`config.mk`:
```
export PLATFORM = sky130hd
export DESIGN_NAME = loc_irq_unit
export DESIGN_NICKNAME = d
export VERILOG_FILES = /design/src/rtl/loc_irq_pkg.sv /design/src/rtl/loc_irq_bank.sv /design/src/rtl/loc_irq_line.sv /design/src/rtl/loc_irq_unit.sv
export SDC_FILE = /design/constraint.sdc
export NUM_CORES = 1
export LEC_CHECK = 0
export CORE_AREA = 2 2 169 105
export CTS_CLUSTER_DIAMETER = 150
export DETAILED_ROUTE_END_ITERATION = 8
export DIE_AREA = 0 0 171 107
export DONT_BUFFER_PORTS = 1
export GPL_TIMING_DRIVEN = 0
export PLACE_DENSITY = 0.66
export SETUP_SLACK_MARGIN = 0.15
export SKIP_CTS_REPAIR_TIMING = 1
export SYNTH_ARGS = -nofsm -noshare
export SYNTH_HDL_FRONTEND = slang
export SYNTH_SLANG_ARGS = --single-unit
export TNS_END_PERCENT = 20
```
`constraint.sdc`:
```
create_clock -name clk -period 3 [get_ports clk]
set_clock_uncertainty 0.2 [all_clocks]
set_input_delay 0.9 -clock clk [delete_from_list [all_inputs] [get_ports clk]]
set_output_delay 0.9 -clock clk [all_outputs]
set_load 0.02 [all_outputs]
```
`src/rtl/loc_irq_pkg.sv`:
```
package loc_irq_pkg;

  localparam logic [1:0] SEL_ENABLE = 2'd0;
  localparam logic [1:0] SEL_STATUS = 2'd1;
  localparam logic [1:0] SEL_VECTOR = 2'd2;

  // status/enable source positions: 7 cmd-ready, 2 loc-changed, 1 sts-valid, 0 data-avail
  localparam logic [31:0] SRC_BITS    = 32'h0000_0087;
  localparam logic [31:0] EN_WRITABLE = 32'h8000_009F;
  localparam logic [31:0] EN_RESET    = 32'h0000_0008; // low-level polarity code
  localparam int          GLOBAL_BIT  = 31;

  function automatic logic [31:0] src_to_bits(input logic [3:0] s);
    return {24'b0, s[3], 4'b0, s[2:0]};
  endfunction

  function automatic logic [31:0] lane_mask(input logic [3:0] be);
    logic [31:0] m;
    for (int k = 0; k < 4; k++) m[8*k +: 8] = {8{be[k]}};
    return m;
  endfunction

endpackage

```
`src/rtl/loc_irq_bank.sv`:
```
module loc_irq_bank
  import loc_irq_pkg::*;
(
  input  logic        clk,
  input  logic        rst_n,
  input  logic        en_wr,
  input  logic        st_wr,
  input  logic [31:0] lanes,
  input  logic [31:0] wdata,
  input  logic        ev_hit,
  input  logic [31:0] ev_bits,
  output logic [31:0] en_q,
  output logic [31:0] st_q,
  output logic        rec_any,
  output logic        clr_zero
);

  logic [31:0] rec, clr, en_d, st_d;
  logic        st_upd;

  always_comb begin
    rec      = (ev_hit && en_q[GLOBAL_BIT]) ? (ev_bits & en_q & SRC_BITS) : 32'b0;
    clr      = st_wr ? (wdata & lanes & SRC_BITS) : 32'b0;
    en_d     = (en_q & ~lanes) | (wdata & lanes & EN_WRITABLE);
    st_d     = (st_q & ~clr) | rec;
    st_upd   = (|rec) || (|clr);
    rec_any  = |rec;
    clr_zero = (|(clr & st_q)) && (st_d == 32'b0);
  end

  always_ff @(posedge clk or negedge rst_n) begin
    if (!rst_n) begin
      en_q <= EN_RESET;
      st_q <= 32'b0;
    end else begin
      if (en_wr)  en_q <= en_d;
      if (st_upd) st_q <= st_d;
    end
  end

endmodule

```
`src/rtl/loc_irq_line.sv`:
```
module loc_irq_line #(
  parameter int NUM_LOC = 5
) (
  input  logic               clk,
  input  logic               rst_n,
  input  logic [NUM_LOC-1:0] rec_vec,
  input  logic [NUM_LOC-1:0] clrz_vec,
  output logic               irq
);

  logic irq_d, irq_upd;

  always_comb begin
    irq_upd = (|rec_vec) || (|clrz_vec);
    irq_d   = |rec_vec; // a recorded event wins over a clear
  end

  always_ff @(posedge clk or negedge rst_n) begin
    if (!rst_n)       irq <= 1'b0;
    else if (irq_upd) irq <= irq_d;
  end

endmodule

```
`src/rtl/loc_irq_unit.sv`:
```
module loc_irq_unit
  import loc_irq_pkg::*;
#(
  parameter int         NUM_LOC = 5,
  parameter logic [3:0] VECTOR  = 4'd11,
  localparam int        LW      = $clog2(NUM_LOC + 1)
) (
  input  logic          clk,
  input  logic          rst_n,
  input  logic [LW-1:0] act_loc,
  input  logic          evt_valid,
  input  logic [LW-1:0] evt_loc,
  input  logic [3:0]    evt_src,
  input  logic          reg_wr,
  input  logic [1:0]    reg_sel,
  input  logic [LW-1:0] reg_loc,
  input  logic [3:0]    reg_be,
  input  logic [31:0]   reg_wdata,
  output logic [31:0]   reg_rdata,
  output logic          irq
);

  logic [31:0]        lanes, ev_bits;
  logic               wr_ok;
  logic [31:0]        en_arr [NUM_LOC];
  logic [31:0]        st_arr [NUM_LOC];
  logic [NUM_LOC-1:0] rec_vec, clrz_vec;

  always_comb begin
    lanes   = lane_mask(reg_be);
    ev_bits = src_to_bits(evt_src);
    wr_ok   = reg_wr && (act_loc < LW'(NUM_LOC)) && (reg_loc == act_loc);
  end

  for (genvar i = 0; i < NUM_LOC; i++) begin : g_bank
    loc_irq_bank u_bank (
      .clk      (clk),
      .rst_n    (rst_n),
      .en_wr    (wr_ok && reg_sel == SEL_ENABLE && reg_loc == LW'(i)),
      .st_wr    (wr_ok && reg_sel == SEL_STATUS && reg_loc == LW'(i)),
      .lanes    (lanes),
      .wdata    (reg_wdata),
      .ev_hit   (evt_valid && evt_loc == LW'(i)),
      .ev_bits  (ev_bits),
      .en_q     (en_arr[i]),
      .st_q     (st_arr[i]),
      .rec_any  (rec_vec[i]),
      .clr_zero (clrz_vec[i])
    );
  end

  loc_irq_line #(.NUM_LOC(NUM_LOC)) u_line (
    .clk      (clk),
    .rst_n    (rst_n),
    .rec_vec  (rec_vec),
    .clrz_vec (clrz_vec),
    .irq      (irq)
  );

  always_comb begin
    reg_rdata = 32'b0;
    if (reg_sel == SEL_VECTOR) begin
      reg_rdata = {28'b0, VECTOR};
    end else begin
      for (int i = 0; i < NUM_LOC; i++) begin
        if (reg_loc == LW'(i)) begin
          if (reg_sel == SEL_ENABLE) reg_rdata = en_arr[i];
          if (reg_sel == SEL_STATUS) reg_rdata = st_arr[i];
        end
      end
    end
  end

endmodule

```
==> flow_metrics.env, run 1 <==
export IMPL_die_w_um=171
export IMPL_final_util=0.594
export IMPL_drt_iter0_markers=806
export IMPL_crit_slowest_cell="nor4_4"
export IMPL_dieArea_um2=18300
export IMPL_syn_nets=765
export IMPL_drt_vias_per_instance=6.04
export IMPL_nFillCells=1369
export IMPL_gp_congestion=0.994
export IMPL_grt_setup_unrepaired="true"
export IMPL_pwr_share_seq=0.501
export IMPL_avgSynthCellArea_um2=11.5
export IMPL_port_buffers=0
export IMPL_clk_pin_slew_ns=0.08
export IMPL_p_leak_nw=4.40
export IMPL_synth_yosys_seq_area_share=0.554
export IMPL_reg2reg_slack_ns=0.89
export IMPL_tightestPinTransition_ns=0.702
export IMPL_first_global_vias=6059
export IMPL_cts_made_buffers=17
export IMPL_r2r_cells=5
export IMPL_grt_pass1_wl_um=37200
export IMPL_clkPwrFrac=0.439
export IMPL_critPathTopFamily="simple AND/OR/NAND/NOR gates"
export IMPL_p_sw_mw=1.25
export IMPL_post_route_min_period_ns=3.28
export IMPL_grt_antenna_before_repair=1
export IMPL_crit_buf_inv=3
export IMPL_synth_edf_count=0
export IMPL_core_area_um2=16800
export IMPL_final_nets=808
export IMPL_worstPathMaxFanout=6
export IMPL_crit_required_ns=1.90
export IMPL_ys_async_sr_fraction=1.00
export IMPL_drv_cap=0
export IMPL_cts_max_path_buffers=2
export IMPL_status="complete, but fails checks"
export IMPL_area_growth_pct=21.5
export IMPL_hold_viol=43
export IMPL_synth_common_cells="176 x dfrtp_1, 101 x and2_1, 61 x nand2_1"
export IMPL_htreeDepth=4
export IMPL_seq_area_um2=4540
export IMPL_synth_cell_area_um2=8190
export IMPL_power_total_mw=4.91
export IMPL_die_h_um=107
export IMPL_p_comb_frac=0.060
export IMPL_min_path_type="in -> async"
export IMPL_internal_power_mw=3.66
export IMPL_slew_headroom=0.532
export IMPL_ys_ff_latch=181
export IMPL_arrival_ns=2.18
export IMPL_routed_wl_um=24900
export IMPL_clk_latency_ns=0.44
export IMPL_synth_top_area_share=0.538
export IMPL_start_util=0.489
export IMPL_final_antenna_net_count=0
export IMPL_fmax_mhz=305
export IMPL_post_dp_cell_area_um2=8930
export IMPL_hpwl_um=17400
export IMPL_grt_max_degree=182
export IMPL_yosys_warnings=0
export IMPL_cts_tree="done"
export IMPL_powerDensity_nw_per_um2=493
export IMPL_multi_input_area_um2=3900
export IMPL_ios=88
export IMPL_crit_path_start_kind="input pin"
export IMPL_rows=37
export IMPL_grt_usage=0.281
export IMPL_drt_first_pass_iters=6
export IMPL_worst_setup_path_type="in -> out"
export IMPL_period_share=1.09
export IMPL_swShare=0.254
export IMPL_synth_area_leaders="dfrtp_1 54%, and2_1 7.7%, mux4_2 5.2%"
export IMPL_synth_cells=710
export IMPL_path_cells="buf_16 > buf_12 > buf_4 > nor4_4 > a222oi_1 > nor2_4"
export IMPL_drive_above_1_share=0.286
export IMPL_cp_num_cells=6
export IMPL_setup_viol=32
export IMPL_wl_per_cell_um=24.8
export IMPL_peakVddDrop_mv=0.361
export IMPL_yosysMostFrequentCell="dfrtp_1"
export IMPL_cts_sinks=181
export IMPL_drc=0
export IMPL_vias=6049
export IMPL_crit_path_end_kind="output port"
export IMPL_yosys_area_top_type="dfrtp_1"
export IMPL_grt_overflow=0
export IMPL_finalMaxSlewViolations=0
export IMPL_setup_slack_ns=-0.278
export IMPL_hold_ws_ns=-0.0443
export IMPL_synth_cell_types=57
export IMPL_fin_area_um2=9960
export IMPL_critPathMaxStageDelay_ns=0.44
export IMPL_failed_checks="negative hold slack, negative setup slack"
export IMPL_clock_tree_root_cell="clkbuf_16"
export IMPL_ys_flop_type="dfrtp_1"
per-layer routing:
metal / share of wire / global-route usage
met1: 0.45 / 0.424
met2: 0.43 / 0.392
met3: 0.10 / 0.0915
met5: 0 / 0
met4: 0.013 / 0.0666
kinds of logic after synthesis:
| family | Yosys count | share of synthesized area |
|---|---|---|
| multiplexers | 72 | 0.126 |
| AND/OR/NAND/NOR | 287 | 0.191 |
| AO/OA/AOI/OAI | 127 | 0.105 |
| buffers and inverters | 43 | 0.0247 |
| flip-flops | 181 | 0.554 |
per-stage QoR:
stage | cells | setup TNS [ns] | worst slack, ns
2_1_floorplan | 710 | -0.389 | -0.0315
3_3_place_gp | 944 | -15.15 | -0.593
3_5_place_dp | 944 | -14.96 | -0.616
4_1_cts | 976 | -15.18 | -0.633
5_1_grt | 1001 | -5.50 | -0.296
6_report | 1001 | -4.21 | -0.278
final cells by class:
type / instances / share of cell area
Buffer: 31 / 0.0385
Multi-Input combinational cell: 486 / 0.392
Timing Repair Buffer: 24 / 0.0224
Inverter: 12 / 0.00603
Clock buffer: 17 / 0.0427
Clock inverter: 15 / 0.0137
Sequential cell: 181 / 0.456
Tap cell: 234 / 0.0294
Antenna cell: 1 / 0.000251
power groups by stage:
stage / Clock [mW] / Sequential [mW] / Combinational (mW)
3_5_place_dp: 0 / 2.51 / 0.232
3_3_place_gp: 0 / 2.51 / 0.230
2_1_floorplan: 0 / 2.50 / 0.166
5_1_grt: 2.29 / 2.46 / 0.304
6_report: 2.16 / 2.46 / 0.294
4_1_cts: 2.19 / 2.46 / 0.233
path summary, 6_finish.rpt:
kind | start | end
worst min-delay path | rst_n | g_bank[3].u_bank.st_q[7]
worst min register to register | g_bank[2].u_bank.en_q[6] | g_bank[2].u_bank.en_q[6]
worst max-delay path | reg_loc[0] | reg_rdata[24]
min in group clk | g_bank[2].u_bank.en_q[6] | g_bank[2].u_bank.en_q[6]
max in group asynchronous | rst_n | g_bank[0].u_bank.en_q[17]
worst max register to register | register | u_line.irq
cells in the final DEF (no fill, tap or decap), types with 5 or more instances in the layout:
cell       synthesis  routed
buf_4              3      22
inv_1             10       9
dfstp_2            5       5
a21oi_1            8       6
and2_1           101     101
nor3_4             0       5
clkbuf_16          0      18
mux4_2            19      19
dfrtp_1          176     176
nand2_2            4       6
nor2b_1           30      29
mux2i_1           16      14
clkbuf_1          18       5
nor2_1            40      11
nor2_4             0      24
buf_12             0       7
a22o_1             5       5
nand3_1           13      13
buf_6              3       7
a222oi_1          18      18
clkbuf_4           0       5
mux2_2            30      30
nor2_2             1       6
nand2_1           61      59
o21ai_0           56      54
mux2_4             7       7
a22oi_2            0      13
No activity file was read; power rests on OpenSTA's default activity.
==> run 2, diff against run 1 <==
--- a/config.mk
+++ b/config.mk
@@ -5,6 +5,7 @@
 export SDC_FILE = /design/constraint.sdc
 export NUM_CORES = 1
 export LEC_CHECK = 0
+export ABC_AREA = 1
 export CORE_AREA = 2 2 169 105
 export CTS_CLUSTER_DIAMETER = 150
 export DETAILED_ROUTE_END_ITERATION = 8
==> run 2 against run 1 <==
Net effect:
- the flow still finishes with violations (negative hold slack, negative setup slack)
- cell count up 29%
- non-clock buffer count up 7
- synthesized area about the same
- wire length is 1.4% lower
- utilization grew 2.9 points
==> flow_metrics.env, run 2 <==
export IMPL_synth_area_leaders="dfrtp_1 54%, nor2_1 10%, inv_1 8.2%"
export IMPL_synth_cell_area_um2=8200
export IMPL_synth_top_area_share=0.537
export IMPL_antenna_cells=0
export IMPL_worst_setup_path_type="in -> out"
export IMPL_fin_cells=1296
export IMPL_ys_flop_type="dfrtp_1"
export IMPL_post_route_min_period_ns=3.16
export IMPL_area_growth_pct=27.3
export IMPL_setup_viol=31
export IMPL_syn_nets=1048
export IMPL_r2r_cells=10
export IMPL_grt_setup_unrepaired="true"
export IMPL_cts_sinks=181
export IMPL_clk_latency_ns=0.44
export IMPL_cts_tree="done"
export IMPL_cts_max_path_buffers=2
export IMPL_yosys_area_share_simple=0.228
export IMPL_setup_slack_ns=-0.156
export IMPL_gp_congestion=1.03
export IMPL_grt_overflow=0
export IMPL_dieArea_um2=18300
export IMPL_clock_tree_root_cell="clkbuf_16"
export IMPL_synth_yosys_seq_area_share=0.553
export IMPL_powerDensity_nw_per_um2=508
export IMPL_p_leak_nw=5.14
export IMPL_ys_async_sr_fraction=1.00
export IMPL_grt_pass1_wl_um=35700
export IMPL_htreeDepth=4
export IMPL_vias=6883
export IMPL_hpwl_um=16700
export IMPL_synth_cell_types=38
export IMPL_hold_viol=127
export IMPL_tightestPinTransition_ns=0.732
export IMPL_grt_max_degree=182
export IMPL_final_antenna_net_count=0
export IMPL_die_w_um=171
export IMPL_failed_checks="negative hold slack, negative setup slack"
export IMPL_crit_slowest_cell="a21oi_4"
export IMPL_final_nets=1105
export IMPL_slew_headroom=0.510
export IMPL_hold_ws_ns=-0.0377
export IMPL_drive_above_1_share=0.226
export IMPL_crit_required_ns=1.90
export IMPL_peakVddDrop_mv=0.410
export IMPL_layout_commonest_cell="nor2_1"
export IMPL_drt_iter0_markers=743
export IMPL_place_ws_ns=-0.562
export IMPL_yosys_area_top_type="dfrtp_1"
export IMPL_grt_usage=0.264
export IMPL_post_dp_cell_area_um2=8930
export IMPL_core_area_um2=16800
export IMPL_synth_cells=993
export IMPL_crit_path_frequent_cell="o21ai_0"
export IMPL_power_total_mw=5.30
export IMPL_drc=0
export IMPL_yosysMostFrequentCell="nor2_1"
export IMPL_fmax_mhz=317
export IMPL_avgSynthCellArea_um2=8.26
export IMPL_min_path_type="in -> async"
export IMPL_worstPathMaxFanout=5
export IMPL_rows=37
export IMPL_critPathMaxStageDelay_ns=0.26
export IMPL_arrival_ns=2.06
export IMPL_drt_first_pass_iters=5
export IMPL_drt_vias_per_instance=5.31
export IMPL_ios=88
export IMPL_crit_path_end_kind="output port"
export IMPL_synth_top_family_by_area="simple AND/OR/NAND/NOR gates"
export IMPL_grt_antenna_before_repair=1
export IMPL_finalMaxSlewViolations=0
export IMPL_start_util=0.489
export IMPL_clk_pin_slew_ns=0.07
export IMPL_synth_common_cells="222 x nor2_1, 180 x inv_1, 176 x dfrtp_1"
export IMPL_drv_cap=0
export IMPL_synth_mux_area_frac=0.00137
export IMPL_path_cells="inv_8 > nand2_8 > buf_4 > o21ai_0 > o21ai_0 > o21ai_0 > nand3_1 > a21oi_4"
export IMPL_synth_xor_xnor_area_share=0
export IMPL_synth_edf_count=0
export IMPL_ys_ff_latch=181
export IMPL_wl_per_cell_um=18.9
export IMPL_die_h_um=107
export IMPL_synth_compound_area_frac=0.115
export IMPL_dp_cells=1227
export IMPL_routed_wl_um=24500
export IMPL_crit_path_start_kind="input pin"
export IMPL_period_share=1.05
export IMPL_synth_adder_area_share=0
export IMPL_port_buffers=0
export IMPL_fin_area_um2=10400
export IMPL_status="complete, but fails checks"
export IMPL_cts_made_buffers=17
export IMPL_yosys_warnings=0
export IMPL_first_global_vias=6269
export IMPL_layout_common_cells="202 x nor2_1, 176 x dfrtp_1, 170 x inv_1"
## run 2: cell count changes in the layout (fill, tap and decap cells not counted), moves of 25 or more
cell / before / now
nor2_1: 11 / 202
o21ai_1: 1 / 26
nand2_1: 59 / 124
and2_1: 101 / 0
o21ai_0: 54 / 18
nor2b_1: 29 / 0
mux2_2: 30 / 0
inv_1: 9 / 170
## run 2: area by class of cell
cell class	count	area, um^2
Buffer	26	327
Clock buffer	18	429
Clock inverter	13	125
Fill cell	1415	6320
Inverter	189	758
Multi-Input combinational cell	598	3650
Sequential cell	181	4540
Tap cell	234	293
Timing Repair Buffer	36	318
Timing Repair inverter	1	6.26
## run 2: logic make-up (layout without fill, tap and decap cells)
kind of cell | count (synthesis) | after routing
buf+inv | 215 | 283
simple gates | 441 | 442
flops | 181 | 181
mux | 1 | 1
compound gates | 155 | 155
## run 2: final timing paths
check	startpoint	slack (ns)	endpoint
setup / recovery	reg_sel[1]	-0.16	reg_rdata[7]
hold / removal	rst_n	-0.04	g_bank[2].u_bank.en_q[11]
setup reg to reg	register	0.95	u_line.irq
hold reg to reg	register	0.27	register
max in group asynchronous	rst_n	2.40	g_bank[4].u_bank.st_q[2]
min in group clk	register	0.27	register
## run 2: routing by layer
| layer | wire length, um | part of all wire | global-route usage | vias to the layer above |
|---|---|---|---|---|
| li1 | - | - | - | 3249 |
| met1 | 12400 | 0.50 | 0.439 | 3326 |
| met2 | 9440 | 0.39 | 0.326 | 272 |
| met3 | 2400 | 0.098 | 0.0805 | 34 |
| met4 | 282 | 0.012 | 0.0545 | 2 |
| met5 | 19 | 0.00077 | 0 | - |
## run 2: where the power goes
part | switching [mW] | leakage [nW] | total (mW) | internal [mW]
registers | 0.0500 | 1.87 | 2.61 | 2.56
logic | 0.367 | 3.01 | 0.564 | 0.197
clock network | 0.986 | 0.270 | 2.14 | 1.15
total | 1.40 | 5.14 | 5.30 | 3.90
## run 2: worst max-delay path, delay by kind of cell
| kind | cells | cell delay (ns) |
|---|---|---|
| AO/OA/AOI/OAI | 4 | 0.70 |
| AND/OR/NAND/NOR | 2 | 0.21 |
| buffers and inverters | 2 | 0.23 |
## run 2: stage by stage
step                      TNS, ns  hold slack (ns)  utilization
final                       -2.89          -0.0377        0.623
after global placement     -12.36            0.258        0.533
after CTS                  -12.73          -0.0621        0.566
after detailed placement   -12.92            0.262        0.533
after floorplan            -0.468            0.250            -
after global routing        -3.99          -0.0630        0.623
==> run 3, diff against run 2 <==
--- a/config.mk
+++ b/config.mk
@@ -12,7 +12,8 @@
 export DIE_AREA = 0 0 171 107
 export DONT_BUFFER_PORTS = 1
 export GPL_TIMING_DRIVEN = 0
-export PLACE_DENSITY = 0.66
+export MAX_ROUTING_LAYER = met4
+export PLACE_DENSITY_LB_ADDON = 0.2
 export SETUP_SLACK_MARGIN = 0.15
 export SKIP_CTS_REPAIR_TIMING = 1
 export SYNTH_ARGS = -nofsm -noshare
==> run 3 against run 2 <==
Net effect:
- critical endpoint is now reg_rdata[17]
- clock-buffer cell count stayed put
- critical path depth stayed put
- sequential share of layout area is 1.3 points higher
- critical path type unchanged
- cell count is 1.0% lower
- largest cell class unchanged
- the flow still finishes with violations (negative hold slack, negative setup slack)
- combinational power is 8.3% lower
- sequential power hardly changed
- first-iteration DRC count is 13% lower
- wire length is 3.7% lower
==> flow_metrics.env, run 3 (synthesis results as in run 2) <==
export IMPL_layout_commonest_cell="nor2_1"
export IMPL_grt_overflow=0
export IMPL_drv_cap=0
export IMPL_ios=88
export IMPL_post_dp_cell_area_um2=8930
export IMPL_drt_first_pass_iters=5
export IMPL_hold_viol=72
export IMPL_die_w_um=171
export IMPL_slew_headroom=0.531
export IMPL_finalSetupTns_ns=-3.79
export IMPL_p_comb_frac=0.097
export IMPL_pwr_share_seq=0.489
export IMPL_wl_met3_um=2180
export IMPL_core_area_um2=16800
export IMPL_first_global_vias=6225
export IMPL_drive_above_1_share=0.197
export IMPL_cts_sinks=181
export IMPL_die_h_um=107
export IMPL_drc=0
export IMPL_tightestPinTransition_ns=0.701
export IMPL_clk_pin_slew_ns=0.08
export IMPL_drt_vias_per_instance=5.18
export IMPL_setup_viol=28
export IMPL_top_layer="met4"
export IMPL_peakVddDrop_mv=0.419
export IMPL_grt_setup_unrepaired="true"
export IMPL_p_leak_nw=5.08
export IMPL_post_route_min_period_ns=3.19
export IMPL_reg2reg_slack_ns=1.04
export IMPL_gp_congestion=1.04
export IMPL_fmax_mhz=314
export IMPL_failed_checks="negative hold slack, negative setup slack"
export IMPL_final_antenna_net_count=0
export IMPL_hold_ws_ns=-0.0436
export IMPL_nFillCells=1479
export IMPL_drt_iter0_markers=645
export IMPL_crit_path_start_kind="input pin"
export IMPL_final_nets=1091
export IMPL_grt_pass1_wl_um=36400
export IMPL_met2_length_um=8950
export IMPL_vias=6651
export IMPL_start_util=0.489
export IMPL_area_growth_pct=23.7
export IMPL_swShare=0.262
export IMPL_worstPathMaxFanout=6
export IMPL_p_sw_mw=1.40
export IMPL_cts_tree="done"
export IMPL_routed_wl_um=23600
export IMPL_rows=37
export IMPL_cts_made_buffers=17
export IMPL_arrival_ns=2.09
export IMPL_clkPwrFrac=0.414
export IMPL_clk_latency_ns=0.44
export IMPL_crit_path_end_kind="output port"
export IMPL_antenna_cells=0
export IMPL_setup_slack_ns=-0.187
export IMPL_crit_required_ns=1.90
export IMPL_fin_area_um2=10100
export IMPL_grt_usage=0.278
export IMPL_power_total_mw=5.32
export IMPL_min_path_type="in -> async"
export IMPL_finalMaxSlewViolations=0
export IMPL_period_share=1.06
export IMPL_wl_per_cell_um=18.4
export IMPL_worst_setup_path_type="in -> out"
export IMPL_layout_common_cells="218 x nor2_1, 176 x dfrtp_1, 170 x inv_1"
export IMPL_grt_antenna_before_repair=0
export IMPL_cts_max_path_buffers=2
export IMPL_powerDensity_nw_per_um2=525
export IMPL_hpwl_um=16900
export IMPL_final_util=0.605
export IMPL_grt_max_degree=182
export IMPL_port_buffers=0
export IMPL_status="complete, but fails checks"
export IMPL_wl_met1_um=12200
export IMPL_internal_power_mw=3.93
export IMPL_dieArea_um2=18300
export IMPL_htreeDepth=4
export IMPL_clock_tree_root_cell="clkbuf_16"
==> run 3: layer usage <==
layer / vias to the layer above / track usage
met5: - / -
met4: 0 / 0.0623
met3: 21 / 0.0989
met2: 243 / 0.335
met1: 3166 / 0.436
li1: 3221 / -
==> run 3: area by class of cell <==
cell class / count / area, um^2 / area share
tap: 234 / 293 / 0.0289
clock inverter: 14 / 145 / 0.0143
clock buffer: 18 / 439 / 0.0433
timing repair buffer: 24 / 290 / 0.0286
inverter: 189 / 739 / 0.0729
sequential: 181 / 4540 / 0.447
multi-input combinational: 597 / 3390 / 0.334
buffer: 26 / 310 / 0.0306
==> run 3: critical path, cell delays in order <==
cell     delay [ns]
inv_2          0.09
nand2_4        0.08
buf_4          0.17
nand2_8        0.11
buf_8          0.13
nor2_1         0.06
o31ai_2        0.39
o21ai_4        0.15
==> run 3: worst paths after layout <==
| path | startpoint | end | cells past startpoint |
|---|---|---|---|
| worst max-delay path | reg_sel[1] | reg_rdata[17] | 8 |
| max in group asynchronous | rst_n | g_bank[4].u_bank.st_q[2] | 0 |
| worst max register to register | register | u_line.irq | 10 |
| min in group clk | register | register | 2 |
| worst min-delay path | rst_n | g_bank[1].u_bank.en_q[15] | 0 |
| worst min register to register | register | register | 2 |
==> run 3: through the flow <==
| stage | instances | setup WS [ns] | hold slack, ns |
|---|---|---|---|
| final | 1283 | -0.187 | -0.0436 |
| after global placement | 1227 | -0.633 | 0.259 |
| after global routing | 1283 | -0.212 | -0.0834 |
| after detailed placement | 1227 | -0.592 | 0.273 |
| after CTS | 1259 | -0.597 | -0.0687 |
| after floorplan | 993 | -0.0417 | 0.250 |
==> run 3: power groups by stage <==
stage	clock, mW	combinational, mW	sequential (mW)
floorplan	0	0.344	2.63
global placement	0	0.425	2.64
detailed placement	0	0.433	2.65
CTS	2.24	0.435	2.60
global route	2.36	0.567	2.61
finish	2.20	0.517	2.60
